[src/rtl/tc_pkg.sv]
// Shared definitions for the timer channel: register addresses, bit positions
// of the control and mode words, and the per-tick event bundle.
package tc_pkg;

    typedef enum logic [2:0] {
        ADR_CTRL  = 3'd0,
        ADR_MODE  = 3'd1,
        ADR_COUNT = 3'd2,
        ADR_CMPA  = 3'd3,
        ADR_CMPC  = 3'd4,
        ADR_STAT  = 3'd5,
        ADR_MSET  = 3'd6,
        ADR_MCLR  = 3'd7
    } tc_addr_e;

    localparam int CTL_START = 0;
    localparam int CTL_STOP  = 1;
    localparam int CTL_TRIG  = 2;

    localparam int MOD_SEL_LSB = 0;
    localparam int MOD_UPTO_C  = 4;
    localparam int MOD_STOP_C  = 5;

    localparam int STAT_RUN_BIT = 8;
    localparam int NUM_FLAGS    = 3;
    localparam int MASK_W       = 8;

    typedef struct packed {
        logic cmp_c;
        logic cmp_a;
        logic wrap;
    } tc_evt_t;

endpackage

[src/rtl/tc_tick_gen.sv]
// Count-source selector. Assumes sel is stable for a tick period; a free
// prescaler provides the divided taps, and two external inputs are passed
// through a two-flop synchroniser and a rising-edge detector.
module tc_tick_gen #(
    parameter int TAP_BASE = 1,
    parameter int TAP_STEP = 2
) (
    input  logic       clk,
    input  logic       rst_n,
    input  logic [2:0] sel,
    input  logic       slow_in,
    input  logic       chain_in,
    output logic       tick
);
    localparam int NUM_TAPS = 4;
    localparam int PRE_W    = TAP_BASE + TAP_STEP * (NUM_TAPS - 1);
    localparam int NUM_EXT  = 2;

    logic [PRE_W-1:0]    pre_q;
    logic [NUM_TAPS-1:0] tap_tick;
    logic [NUM_EXT-1:0]  ext_in;
    logic [NUM_EXT-1:0]  ext_tick;

    assign ext_in = {chain_in, slow_in};

    // Free-running prescaler shared by all divided taps.
    always_ff @(posedge clk) begin
        if (!rst_n) pre_q <= '0;
        else        pre_q <= pre_q + 1'b1;
    end

    for (genvar g = 0; g < NUM_TAPS; g++) begin : g_tap
        localparam int LG = TAP_BASE + TAP_STEP * g;
        assign tap_tick[g] = &pre_q[LG-1:0];
    end

    for (genvar e = 0; e < NUM_EXT; e++) begin : g_ext
        logic [2:0] sh_q;
        // Synchronise the external clock and keep one older sample for edge detection.
        always_ff @(posedge clk) begin
            if (!rst_n) sh_q <= '0;
            else        sh_q <= {sh_q[1:0], ext_in[e]};
        end
        assign ext_tick[e] = sh_q[1] & ~sh_q[2];
    end

    // Pick the tick of the selected source.
    always_comb begin
        tick = 1'b0;
        if (!sel[2])           tick = tap_tick[sel[1:0]];
        else if (sel == 3'd4)  tick = ext_tick[0];
        else if (sel == 3'd5)  tick = ext_tick[1];
    end

endmodule

[src/rtl/tc_count_core.sv]
// Counter, run state, compare logic and waveform output. Assumes the caller
// supplies one-cycle tick pulses; a zeroing request (sync or trigger)
// overrides any tick in the same cycle and produces no events.
module tc_count_core
    import tc_pkg::*;
#(
    parameter int CNT_W = 16
) (
    input  logic             clk,
    input  logic             rst_n,
    input  logic             tick,
    input  logic             ctl_wr,
    input  logic             ctl_start,
    input  logic             ctl_stop,
    input  logic             ctl_trig,
    input  logic             sync,
    input  logic             upto_c,
    input  logic             stop_c,
    input  logic [CNT_W-1:0] cmp_a,
    input  logic [CNT_W-1:0] cmp_c,
    output logic [CNT_W-1:0] cnt,
    output logic             running,
    output logic             wave,
    output tc_evt_t          evt
);
    localparam logic [CNT_W-1:0] CNT_MAX = '1;

    logic [CNT_W-1:0] cnt_q;
    logic             run_q;
    logic             wave_q;
    logic             zero_now;
    logic             adv;
    logic             hit_a;
    logic             hit_c;

    assign zero_now = sync | (ctl_wr & ctl_trig);
    assign adv      = run_q & tick & ~zero_now;
    assign hit_a    = adv & (cnt_q == cmp_a);
    assign hit_c    = adv & (cnt_q == cmp_c);

    assign evt.cmp_c = hit_c;
    assign evt.cmp_a = hit_a;
    assign evt.wrap  = adv & (cnt_q == CNT_MAX) & ~(upto_c & hit_c);

    // Counter: zero on request, otherwise step or fold back at compare C.
    always_ff @(posedge clk) begin
        if (!rst_n)             cnt_q <= '0;
        else if (zero_now)      cnt_q <= '0;
        else if (adv) begin
            if (upto_c && hit_c) cnt_q <= '0;
            else                 cnt_q <= cnt_q + 1'b1;
        end
    end

    // Run state: software stop beats start; compare C may halt in one-shot mode.
    always_ff @(posedge clk) begin
        if (!rst_n)                  run_q <= 1'b0;
        else if (ctl_wr && ctl_stop)  run_q <= 1'b0;
        else if (ctl_wr && ctl_start) run_q <= 1'b1;
        else if (hit_c && stop_c)     run_q <= 1'b0;
    end

    // Waveform: rise on compare A, fall on compare C, fall wins a tie.
    always_ff @(posedge clk) begin
        if (!rst_n)     wave_q <= 1'b0;
        else if (hit_c) wave_q <= 1'b0;
        else if (hit_a) wave_q <= 1'b1;
    end

    assign cnt     = cnt_q;
    assign running = run_q;
    assign wave    = wave_q;

endmodule

[src/rtl/tc_status.sv]
// Sticky event flags with clear-on-read and the interrupt mask. Assumes
// a set and a clear of the mask never happen in the same cycle; a new event
// in the read cycle survives the clear.
module tc_status
    import tc_pkg::*;
(
    input  logic              clk,
    input  logic              rst_n,
    input  tc_evt_t           evt,
    input  logic              stat_rd,
    input  logic              mask_set,
    input  logic              mask_clr,
    input  logic [MASK_W-1:0] wbyte,
    output logic [NUM_FLAGS-1:0] flags,
    output logic [MASK_W-1:0] mask,
    output logic              irq
);
    logic [NUM_FLAGS-1:0] flags_q;
    logic [MASK_W-1:0]    mask_q;

    // Flags: drop on read, then merge this cycle's events.
    always_ff @(posedge clk) begin
        if (!rst_n) flags_q <= '0;
        else        flags_q <= (stat_rd ? '0 : flags_q) | evt;
    end

    // Mask: write-one-to-set and write-one-to-clear views.
    always_ff @(posedge clk) begin
        if (!rst_n)        mask_q <= '0;
        else if (mask_set) mask_q <= mask_q | wbyte;
        else if (mask_clr) mask_q <= mask_q & ~wbyte;
    end

    assign irq   = |(flags_q & mask_q[NUM_FLAGS-1:0]);
    assign flags = flags_q;
    assign mask  = mask_q;

endmodule

[src/rtl/tc_channel.sv]
// Top of one timer channel: register decode, mode and compare registers,
// and read multiplexer around the tick generator, counter core and status.
// Assumes at most one of bus_wr / bus_rd per cycle; reads are combinational.
module tc_channel
    import tc_pkg::*;
#(
    parameter int CNT_W  = 16,
    parameter int DATA_W = 32
) (
    input  logic              clk,
    input  logic              rst_n,
    input  logic              bus_wr,
    input  logic              bus_rd,
    input  logic [2:0]        bus_addr,
    input  logic [DATA_W-1:0] bus_wdata,
    output logic [DATA_W-1:0] bus_rdata,
    input  logic              slow_clk_in,
    input  logic              chain_in,
    input  logic              blk_sync,
    output logic              wave_out,
    output logic              irq
);
    logic [2:0]           sel_q;
    logic                 upto_q;
    logic                 stopc_q;
    logic [CNT_W-1:0]     cmpa_q;
    logic [CNT_W-1:0]     cmpc_q;
    logic                 tick;
    logic [CNT_W-1:0]     cnt_v;
    logic                 running;
    tc_evt_t              evt;
    logic [NUM_FLAGS-1:0] flags;
    logic [MASK_W-1:0]    mask;
    logic                 wr_ctl;
    logic                 wr_mode;
    logic                 wr_a;
    logic                 wr_c;

    assign wr_ctl  = bus_wr && (bus_addr == ADR_CTRL);
    assign wr_mode = bus_wr && (bus_addr == ADR_MODE);
    assign wr_a    = bus_wr && (bus_addr == ADR_CMPA);
    assign wr_c    = bus_wr && (bus_addr == ADR_CMPC);

    // Mode and compare registers.
    always_ff @(posedge clk) begin
        if (!rst_n) begin
            sel_q   <= '0;
            upto_q  <= 1'b0;
            stopc_q <= 1'b0;
            cmpa_q  <= '0;
            cmpc_q  <= '0;
        end else begin
            if (wr_mode) begin
                sel_q   <= bus_wdata[MOD_SEL_LSB +: 3];
                upto_q  <= bus_wdata[MOD_UPTO_C];
                stopc_q <= bus_wdata[MOD_STOP_C];
            end
            if (wr_a) cmpa_q <= bus_wdata[CNT_W-1:0];
            if (wr_c) cmpc_q <= bus_wdata[CNT_W-1:0];
        end
    end

    tc_tick_gen u_tick (
        .clk      (clk),
        .rst_n    (rst_n),
        .sel      (sel_q),
        .slow_in  (slow_clk_in),
        .chain_in (chain_in),
        .tick     (tick)
    );

    tc_count_core #(.CNT_W(CNT_W)) u_core (
        .clk       (clk),
        .rst_n     (rst_n),
        .tick      (tick),
        .ctl_wr    (wr_ctl),
        .ctl_start (bus_wdata[CTL_START]),
        .ctl_stop  (bus_wdata[CTL_STOP]),
        .ctl_trig  (bus_wdata[CTL_TRIG]),
        .sync      (blk_sync),
        .upto_c    (upto_q),
        .stop_c    (stopc_q),
        .cmp_a     (cmpa_q),
        .cmp_c     (cmpc_q),
        .cnt       (cnt_v),
        .running   (running),
        .wave      (wave_out),
        .evt       (evt)
    );

    tc_status u_stat (
        .clk      (clk),
        .rst_n    (rst_n),
        .evt      (evt),
        .stat_rd  (bus_rd && (bus_addr == ADR_STAT)),
        .mask_set (bus_wr && (bus_addr == ADR_MSET)),
        .mask_clr (bus_wr && (bus_addr == ADR_MCLR)),
        .wbyte    (bus_wdata[MASK_W-1:0]),
        .flags    (flags),
        .mask     (mask),
        .irq      (irq)
    );

    // Read multiplexer.
    always_comb begin
        bus_rdata = '0;
        case (bus_addr)
            ADR_MODE: begin
                bus_rdata[MOD_SEL_LSB +: 3] = sel_q;
                bus_rdata[MOD_UPTO_C]       = upto_q;
                bus_rdata[MOD_STOP_C]       = stopc_q;
            end
            ADR_COUNT: bus_rdata[CNT_W-1:0] = cnt_v;
            ADR_CMPA:  bus_rdata[CNT_W-1:0] = cmpa_q;
            ADR_CMPC:  bus_rdata[CNT_W-1:0] = cmpc_q;
            ADR_STAT: begin
                bus_rdata[NUM_FLAGS-1:0] = flags;
                bus_rdata[STAT_RUN_BIT]  = running;
            end
            ADR_MSET, ADR_MCLR: bus_rdata[MASK_W-1:0] = mask;
            default: bus_rdata = '0;
        endcase
    end

endmodule

[config.mk]
export PLATFORM = sky130hd
export DESIGN_NAME = tc_channel
export DESIGN_NICKNAME = d
export VERILOG_FILES = /design/src/rtl/tc_pkg.sv /design/src/rtl/tc_tick_gen.sv /design/src/rtl/tc_count_core.sv /design/src/rtl/tc_status.sv /design/src/rtl/tc_channel.sv
export SDC_FILE = /design/constraint.sdc
export NUM_CORES = 1
export LEC_CHECK = 0
export BUFFER_PORTS_ARGS = -buffer_cell sky130_fd_sc_hd__buf_2
export CAP_MARGIN = 20
export CORE_MARGIN = 2
export CORE_UTILIZATION = 50
export CTS_CLUSTER_DIAMETER = 50
export DETAILED_ROUTE_END_ITERATION = 12
export GPL_TIMING_DRIVEN = 0
export PLACE_DENSITY_LB_ADDON = 0.3
export SYNTH_ARGS = -nofsm -noshare
export SYNTH_HDL_FRONTEND = slang
export SYNTH_SLANG_ARGS = --single-unit
[constraint.sdc]
create_clock -name clk -period 2.8 [get_ports clk]
set_clock_uncertainty 0.15 [all_clocks]
set_input_delay 0.14 -clock clk [delete_from_list [all_inputs] [get_ports clk]]
set_output_delay 0.14 -clock clk [all_outputs]
set_load 0.05 [all_outputs]
Word-level counts from Yosys, hierarchy flattened
Index checks and enable logic that the tools add are counted.
Cells by class
  $add $sub $neg: 2
  order comparisons: 1
  eq/ne operators: 12
  mux-type cells: 17
  bitwise operators: 21
  reductions and logical operators: 22
Operators by type and width (count)
  == test 16 bit: 2
  case mux 7 bit (3 select lines): 1
  == test 3 bit, second input constant: 6
  case mux 3 bit (6 select lines): 1
  adder 16 x 1 -> 16 bit, second input constant: 1
  == test 16 bit, second input constant: 1
  2-to-1 mux 16 bit: 1
  2-to-1 mux 8 bit: 2
  logical AND 1 bit: 11
  AND 1 bit: 10
  case mux 2 bit (5 select lines): 1
  AND 8 bit: 1
  NOT 8 bit: 1
  OR 8 bit: 1
  case mux 1 bit (4 select lines): 2
  case mux 2 bit (4 select lines): 1
  OR reduction 2 bit: 4
  adder 7 x 1 -> 7 bit, second input constant: 1
  AND reduction 7 bit: 1
  == test 3 x 2 -> 1 bit, second input constant: 2
  2-to-1 mux 1 bit: 6
  NOT 1 bit: 5
  AND reduction 5 bit: 1
  nonzero test 2 bit: 2
  10 further kinds: 10
Storage, ports and cells
  bits in registers: 79
  bits of input ports: 42
  output and inout port bits: 34
  word-level logic and storage cells: 88

Logic depth before layout (Yosys ltp)
Gate-level depths: netlist of run 1.
  depth after elaboration: 12
  depth in mapped cells: 8

Hierarchy
A second synthesis of run 1 with hierarchy kept.
Second synthesis, totals
  cell total of the unflattened synthesis: 495
  area total of the unflattened synthesis: 4345.4 µm²
Modules (own cells, without submodules)
  tc_channel: times used 1, cells an instance 253, area each 2157.1 µm², seq. area each 740.7 µm²
  tc_count_core: times used 1, cells an instance 146, area each 1241.2 µm², seq. area each 360.3 µm²
  tc_tick_gen: times used 1, cells an instance 50, area each 494.2 µm², seq. area each 260.2 µm²
  tc_status: times used 1, cells an instance 46, area each 452.9 µm², seq. area each 220.2 µm²

Worst setup path after synthesis of run 1
OpenSTA, ideal clock, no wires.
  path kind: reg2reg
  start point: reg u_tick.pre_q[0]
  end point: reg u_core.cnt_q[10], in the netlist u_core.cnt[10]
  setup time: 0.066 ns
  data arrival time: 2.208 ns
  data required time: 2.584 ns
  slack: 0.376 ns
  cell stages (with the launch flop): 9
  cells stage by stage: dfxtp_1 > ha_1 > and3_1 > ha_1 > or4bb_1 > o311a_4 > buf_6 > or4_4 > a21oi_2
Between the ends
  longest elaborated chain between the ends: 9
  elaborated cells between the ends (all ways): 11
Ends and longest elaborated chain
  from (decl): line tc_tick_gen.sv:19  | logic [PRE_W-1:0] pre_q;
  from (signal assigned): line tc_tick_gen.sv:29  | else pre_q <= pre_q + 1'b1;
  AND reduction 7 bit, or another cell as far along: line tc_tick_gen.sv:34  | assign tap_tick[g] = &pre_q[LG-1:0];
  binary-select mux 1 bit (select 2 bit) *: line tc_tick_gen.sv:50  | if (!sel[2]) tick = tap_tick[sel[1:0]];
  2-to-1 mux 1 bit (not written as such) *: line tc_tick_gen.sv:50
  2-to-1 mux 1 bit *: line tc_tick_gen.sv:50
  AND 1 bit * (2 in a row): line tc_count_core.sv:37  | assign adv = run_q & tick & ~zero_now;
  AND 1 bit: line tc_count_core.sv:39  | assign hit_c = adv & (cnt_q == cmp_c);
  logical AND 1 bit: line tc_count_core.sv:50  | if (upto_c && hit_c) cnt_q <= '0;
  2-to-1 mux 16 bit: line tc_count_core.sv:50
  to (signal assigned): line tc_count_core.sv:51  | else cnt_q <= cnt_q + 1'b1;
  to (decl): line tc_count_core.sv:28  | logic [CNT_W-1:0] cnt_q;
Mark *: on every way between the ends. The rest lies on a longest branch, timed or not. The select of a mux whose other input is x is not followed.
A chain may end at the register's enable or synchronous reset.

Final worst setup path of run 1
  start point: reg u_tick.pre_q[0]
  end point: reg u_core.cnt_q[12], in the netlist u_core.cnt[12]
Same word-level chain as after synthesis.

==> results of run 1 <==
-- worst min-delay path: stages --
cell      delay, ps
buf_2           120
nor4b_2          80
nand2_1          70
a221oi_1         60
-- cell type report --
cell class	count	area [sq um]
clock buffers	10	128
plain buffers	55	284
well taps	105	131
flip-flops and latches	79	1580
fillers	751	3170
inverters	6	22.5
multi-input cells	389	2370
repair buffers	64	420
clock inverters	6	68.8
-- Yosys cell counts (2+ instances only) --
cell type / count
nor4_1: 8
nand3b_1: 2
o21ai_0: 22
dfxtp_1: 79
ha_1: 4
nand4_1: 11
xor2_1: 33
buf_2: 4
o2111ai_1: 2
and3_1: 4
o22ai_1: 2
or4_4: 4
clkbuf_1: 31
nor3b_1: 3
a221o_1: 2
a22o_1: 2
inv_1: 4
and2_1: 11
a22oi_1: 2
buf_1: 2
nor3_1: 3
a32oi_1: 2
or3_1: 10
nand3_1: 11
nor2_1: 16
nand2_1: 92
or4_1: 3
a21oi_1: 60
a21oi_2: 4
nor2b_1: 3
o31ai_1: 9
buf_4: 17
a311oi_1: 8
o221ai_1: 2
mux2i_1: 22
-- power groups by stage --
stage	registers, W	logic, W	clock network, W
5_1_grt	0.00117	0.000344	0.000910
3_3_place_gp	0.00119	0.000286	0
3_5_place_dp	0.00119	0.000288	0
4_1_cts	0.00116	0.000310	0.000863
6_report	0.00117	0.000318	0.000862
2_1_floorplan	0.00118	0.000206	0
-- routing by layer --
metal / track usage (%) / vias to the layer above / wire length, um
met1: 35.1 / 1994 / 5230
met4: 12.6 / 0 / 291
met3: 6.56 / 33 / 766
met5: 0 / - / 0
li1: - / 1983 / -
met2: 45.5 / 163 / 5730
-- placed cells by master, fill, tap and decap left out, drive strengths merged, types with 3 or more instances in the layout --
master       synthesis  final
nor2                16     16
nor3                 3      3
or4                  7      7
buf                 24     68
mux2i               22     22
dlygate4sd3          0     20
or3                 10     10
clkinv               1      4
dfxtp               79     79
clkbuf              31     41
and2                11     11
nand2               92     92
a21oi               64     64
inv                  5      6
nor3b                3      3
ha                   4      4
a311oi               8      8
nor4                 8      8
o31ai                9      9
xor2                33     33
and3                 4      4
nand3               11     11
o21ai               22     22
conb                 1     16
nand4               11     11
nor2b                3      3
-- metrics by stage --
stage	worst slack, ps	total power, W
finish	154	0.00235
global route	28.4	0.00242
CTS	59.6	0.00234
detailed placement	97.0	0.00148
global placement	148	0.00148
floorplan	376	0.00139
-- cells by family after synthesis --
logic type	count (synthesis)	share of synthesized area (%)
buf+inv	61	7.28
flops	79	37.7
mux	22	5.25
other cells	1	0.0894
compound gates	128	19.5
fa+ha+maj	4	1.19
simple gates	186	22.1
xor+xnor	33	6.89
-- timing repair --
action | 4_1_cts | 5_1_grt
hold buffers | 20 | 0
resized for setup | 0 | 3
endpoints found under the hold margin | 51 | 0
endpoints found under the setup margin | 0 | 10
setup buffers | 0 | 0
-- final timing paths --
check                     startpoint                       to  slack (ps)  cells after the start
max                  u_tick.pre_q[0]           u_core.cnt[12]         150                      8
min                      bus_addr[1]           u_core.running          30                      4
max reg2reg          u_tick.pre_q[0]           u_core.cnt[12]         150                      8
min reg2reg  u_tick.g_ext[0].sh_q[0]  u_tick.g_ext[0].sh_q[1]         300                      1
==> metrics.md, run 1 <==
| Metric | Value |
|---|---|
| Status | complete, no violations |
| DP Area | around 4600 sq um |
| Post-Syn Instances | 514 |
| Rel. slew slack | 37.9% |
| Main synth FF type | dfxtp_1 |
| Register bit count reported by yosys | just under 80 |
| Synthesized area | 4190 sq um |
| CTS H-tree depth | 3 |
| Via density | between 5 and 6 |
| Post-synth EDFFs | 0 |
| Core Area | about 8000 sq um |
| Crit-path cells | ha_1 > and3_1 > ha_1 > or4bb_1 > o311a_4 > buf_6 > or4_4 > a21oi_2 |
| Final hold vios | 0 |
| GR Overflow Total | 0 |
| Clock slew at reported path FFs | about 90 ps |
| Slowest stage cell, crit path | or4bb_1 |
| Yosys top cell area share | 37.7% |
| Largest net degree at the start of global routing | 15 |
| Combinational share of power | roughly 14% |
| Crit Path Max Fanout | 10 |
| RSZ-0062 raised after global routing | no |
| Clock root buffer | clkbuf_8 |
| WP buf/inv | 1 |
| Vias in the first global route | roughly 4,000 |
| I/O pin count | 76 |
| Seq/Total Area, Yosys | 37.7% |
| Initial antenna violation count | 0 |
| Hold_ws | between 20 and 30 ps |
| GRT Overall Usage | between 20% and 30% |
| CP Class | reg -> reg |
| Area grow syn2layout | 19.5% |
| DRC | 0 |
| RePlAce Congestion | 0.906 |
| Most common cell on crit path | ha_1 |
| Routed Antenna Nets | 0 |
| Iteration-0 DRC Markers | 260 |
| Clock share of power | a little under two fifths |
| Die extent in y | 95.6 um |
| First-pass GRT wire length | between 15,000 and 20,000 um |
| Horiz. Die Dim | between 90 and 100 um |
| Hold Path Class | in -> reg |
| Async set-reset flop share out of synthesis | 0% |
| Rows | 33 |
| Antenna cells | 0 |
| Final #Nets | 650 |
| WL final | about 12,000 um |
| Final worst-path cycle share | a little over nine tenths |
| Top delay family on crit path | simple AND/OR/NAND/NOR gates |
| Switching Fraction | 28.8% |
| Max Slew Vio Count | 0 |
| Via count | 4,173 |
| Clock tree sinks | between 70 and 80 |
| Syn Area/Cell | 8.16 sq um |
| TNS Setup | 0 ps |
| Max clock buf depth | 2 |
| CP arrival | between 2000 and 3000 ps |
| Final HPWL DP | ~8700 um |
| Endpoints failing setup | 0 |
| Post-Place Cells | 677 |
| Avg WL per Cell | roughly 17 um |
| Psw | between 0.0006 and 0.0007 W |
| CTS tree | yes |
| Worst IR Drop VDD | roughly 0.32 mV |
| Clk Latency, worst-skew pair | 370 ps |
| Cell Pwr Density | about 470 nW/um^2 |
| CP Capture Type | flop |
| Period minus WS final | 2650 ps |
| Fmax | 0.378 GHz |
| Synth unique cells | 55 |
| Type of origin of the critical path | flop |
| # port buffers | 43 |
| Initial Utilization | 51.3% |
| Cell taking the most area after synthesis | dfxtp_1 |
| CTS buffer count | 9 |
| Finished Layout Cells | 714 |
| Slew @ Worst Pin | 929 ps |
| Leak pwr | just over 2 nW |
| Seq pwr share | between 40 and 50% |
| Yosys Warn Count | 0 |
| Drt first pass iters | 5 |
| CP peak stage delay | just over 500 ps |
| Top cells by area, synth | dfxtp_1 38%, nand2_1 8.2%, a21oi_1 7.2% |
| Die area | between 9000 and 10,000 sq um |
| P_int | approximately 0.0017 W |
| Layout cells sized above 1 | 15.4% |
| Post-route cell area | ~5000 sq um |
| Critical Path RT | a little under 3000 ps |
| Max-capacitance violation count | 0 |
| Layout Utilization | approximately three fifths |
Note: power is estimated with default switching activity, not from simulation.
==> run 2, diff against run 1 <==
--- a/config.mk
+++ b/config.mk
@@ -7,8 +7,10 @@
 export LEC_CHECK = 0
 export BUFFER_PORTS_ARGS = -buffer_cell sky130_fd_sc_hd__buf_2
 export CAP_MARGIN = 20
+export CELL_PAD_IN_SITES_DETAIL_PLACEMENT = 1
+export CELL_PAD_IN_SITES_GLOBAL_PLACEMENT = 1
 export CORE_MARGIN = 2
-export CORE_UTILIZATION = 50
+export CORE_UTILIZATION = 41
 export CTS_CLUSTER_DIAMETER = 50
 export DETAILED_ROUTE_END_ITERATION = 12
 export GPL_TIMING_DRIVEN = 0
==> metrics.md, run 2 (synthesis results as in run 1) <==
| Metric | Value |
|---|---|
| CTS buffer count | 9 |
| TNS Setup | 0 ps |
| Endpoints failing setup | 0 |
| Final #Nets | about 650 |
| Die extent in y | between 100 and 150 um |
| Cell Pwr Density | around 490 nW/um^2 |
| Hold_ws | ~11 ps |
| Clock slew at reported path FFs | 100 ps |
| Leading cell type in the layout, fill and taps excluded | nand2_1 |
| Layout Utilization | between 50% and 60% |
| Core Area | between 9000 and 10,000 sq um |
| Flop2flop setup slack | 120 ps |
| Period minus WS final | about 2700 ps |
| CP Capture Type | flop |
| Drt first pass iters | 4 |
| Worst IR Drop VDD | 0.205 mV |
| DR WL met3 | about 650 um |
| GRT Overall Usage | between 20% and 30% |
| Rows | 36 |
| Iteration-0 DRC Markers | 202 |
| Final WS setup | approximately 120 ps |
| Vias in the first global route | about 4,400 |
| RePlAce Congestion | 0.882 |
| R2R Path End | u_core.cnt[12] |
| Commonest non-fill, non-tap cells in the layout | 92 x nand2_1, 79 x dfxtp_1, 60 x a21oi_1, 47 x buf_2, 33 x xor2_1 |
| Leak pwr | ~2.1 nW |
| Via density | 5.66 |
| # port buffers | 43 |
| Worst hold path startpoint | blk_sync |
| Max-capacitance violation count | 0 |
| Reg2Reg Depth | 8 |
| Layout filler cell count | around 1,200 |
| Hold path depth | 3 |
| Initial Utilization | a little over two fifths |
| Via count | 4,211 |
| Top sig layer | met4 |
| Rel. slew slack | a little over two fifths |
| Initial antenna violation count | 0 |
| Horiz. Die Dim | about 110 um |
| CP arrival | 2830 ps |
| Slew @ Worst Pin | between 800 and 900 ps |
| Critical Path RT | between 2000 and 3000 ps |
| Die area | about 11,000 sq um |
| Final hold vios | 0 |
| M1 wire length | roughly 6400 um |
| Clk Latency, worst-skew pair | around 380 ps |
| Max Slew Vio Count | 0 |
| Final HPWL DP | between 10,000 and 15,000 um |
| GR Overflow Total | 0 |
| Worst slack, placed | ~7.5 ps |
| Max clock buf depth | 2 |
| Clock root buffer | clkbuf_8 |
| Area grow syn2layout | 21.6% |
| First-pass GRT wire length | approximately 23,000 um |
| RSZ-0062 raised after global routing | no |
| Fmax | between 0.3 and 0.4 GHz |
| Post-CTS setup buffer count | 0 |
| Avg WL per Cell | between 15 and 20 um |
| Status | complete, no violations |
| Antenna cells | 0 |
| DRC | 0 |
| CTS H-tree depth | 3 |
| Type of origin of the critical path | flop |
| Worst hold endpoint | u_core.cnt[0] |
| CTS tree | yes |
| Routed Antenna Nets | 0 |
| I/O pin count | between 70 and 80 |
| Final worst-path cycle share | a little over nine tenths |
| Largest net degree at the start of global routing | 16 |
| CP Class | reg -> reg |
| Layout cells sized above 1 | between 10% and 20% |
| Hold Path Class | in -> reg |
| RR Startpoint | u_tick.pre_q[0] |
| Met2 Wirelength | 6970 um |
| WL final | 14,400 um |
| Crit Path Max Fanout | 10 |
| Clock tree sinks | 79 |
-- run 2: per-layer routing --
metal | up-vias | GRT usage (%)
li1 | 1988 | -
met1 | 2071 | 34.2
met2 | 122 | 46.1
met3 | 30 | 3.74
met4 | 0 | 8.48
met5 | - | 0
-- run 2: how the worst max path moves through the flow --
stage,slack [ps],startpoint,cells past startpoint,to
4_1_cts,100,u_tick.pre_q[0],8,u_core.cnt[8]
5_1_grt,10,u_tick.pre_q[0],8,u_core.cnt[12]
3_5_place_dp,7,u_tick.pre_q[0],8,u_core.cnt[13]
3_3_place_gp,110,bus_addr[2],6,bus_rdata[5]
2_1_floorplan,380,bus_addr[0],4,bus_rdata[10]
6_report,120,u_tick.pre_q[0],8,u_core.cnt[12]
-- run 2: final cells by class --
type | instances | area (sq um) | share of cell area (%)
clock buffer | 9 | 124 | 2.43
buffer | 55 | 288 | 5.64
tap | 133 | 166 | 3.26
multi-input combinational | 389 | 2370 | 46.5
clock inverter | 7 | 103 | 2.01
timing repair buffer | 66 | 443 | 8.68
sequential | 79 | 1580 | 31.0
inverter | 6 | 22.5 | 0.442
-- run 2: what timing repair did --
action | CTS | global route
hold endpoints to repair | 54 | 0
endpoints found under the setup margin | 3 | 7
hold buffers | 22 | 0
resized for setup | 1 | 3
-- run 2: power by group --
group	leakage, nW	internal (W)	switching [W]
sequential	0.640	0.00115	0.0000206
clock	0.117	0.000517	0.000496
combinational	1.33	0.000110	0.000224
total	2.09	0.00177	0.000741
-- run 2: critical path, stage by stage (launching register included) --
cell	delay, ps
dfxtp_1	390
ha_1	220
and3_1	170
ha_1	140
or4bb_1	510
o311a_4	190
buf_6	160
or4_4	520
a21oi_2	140
-- run 2: metrics by stage --
| stage | cell area [sq um] | cells | power (W) |
|---|---|---|---|
| floorplan | 4250 | 529 | 0.00139 |
| global placement | 4630 | 705 | 0.00148 |
| detailed placement | 4640 | 706 | 0.00149 |
| CTS | 5090 | 744 | 0.00251 |
| global route | 5100 | 744 | 0.00259 |
| finish | 5100 | 744 | 0.00251 |
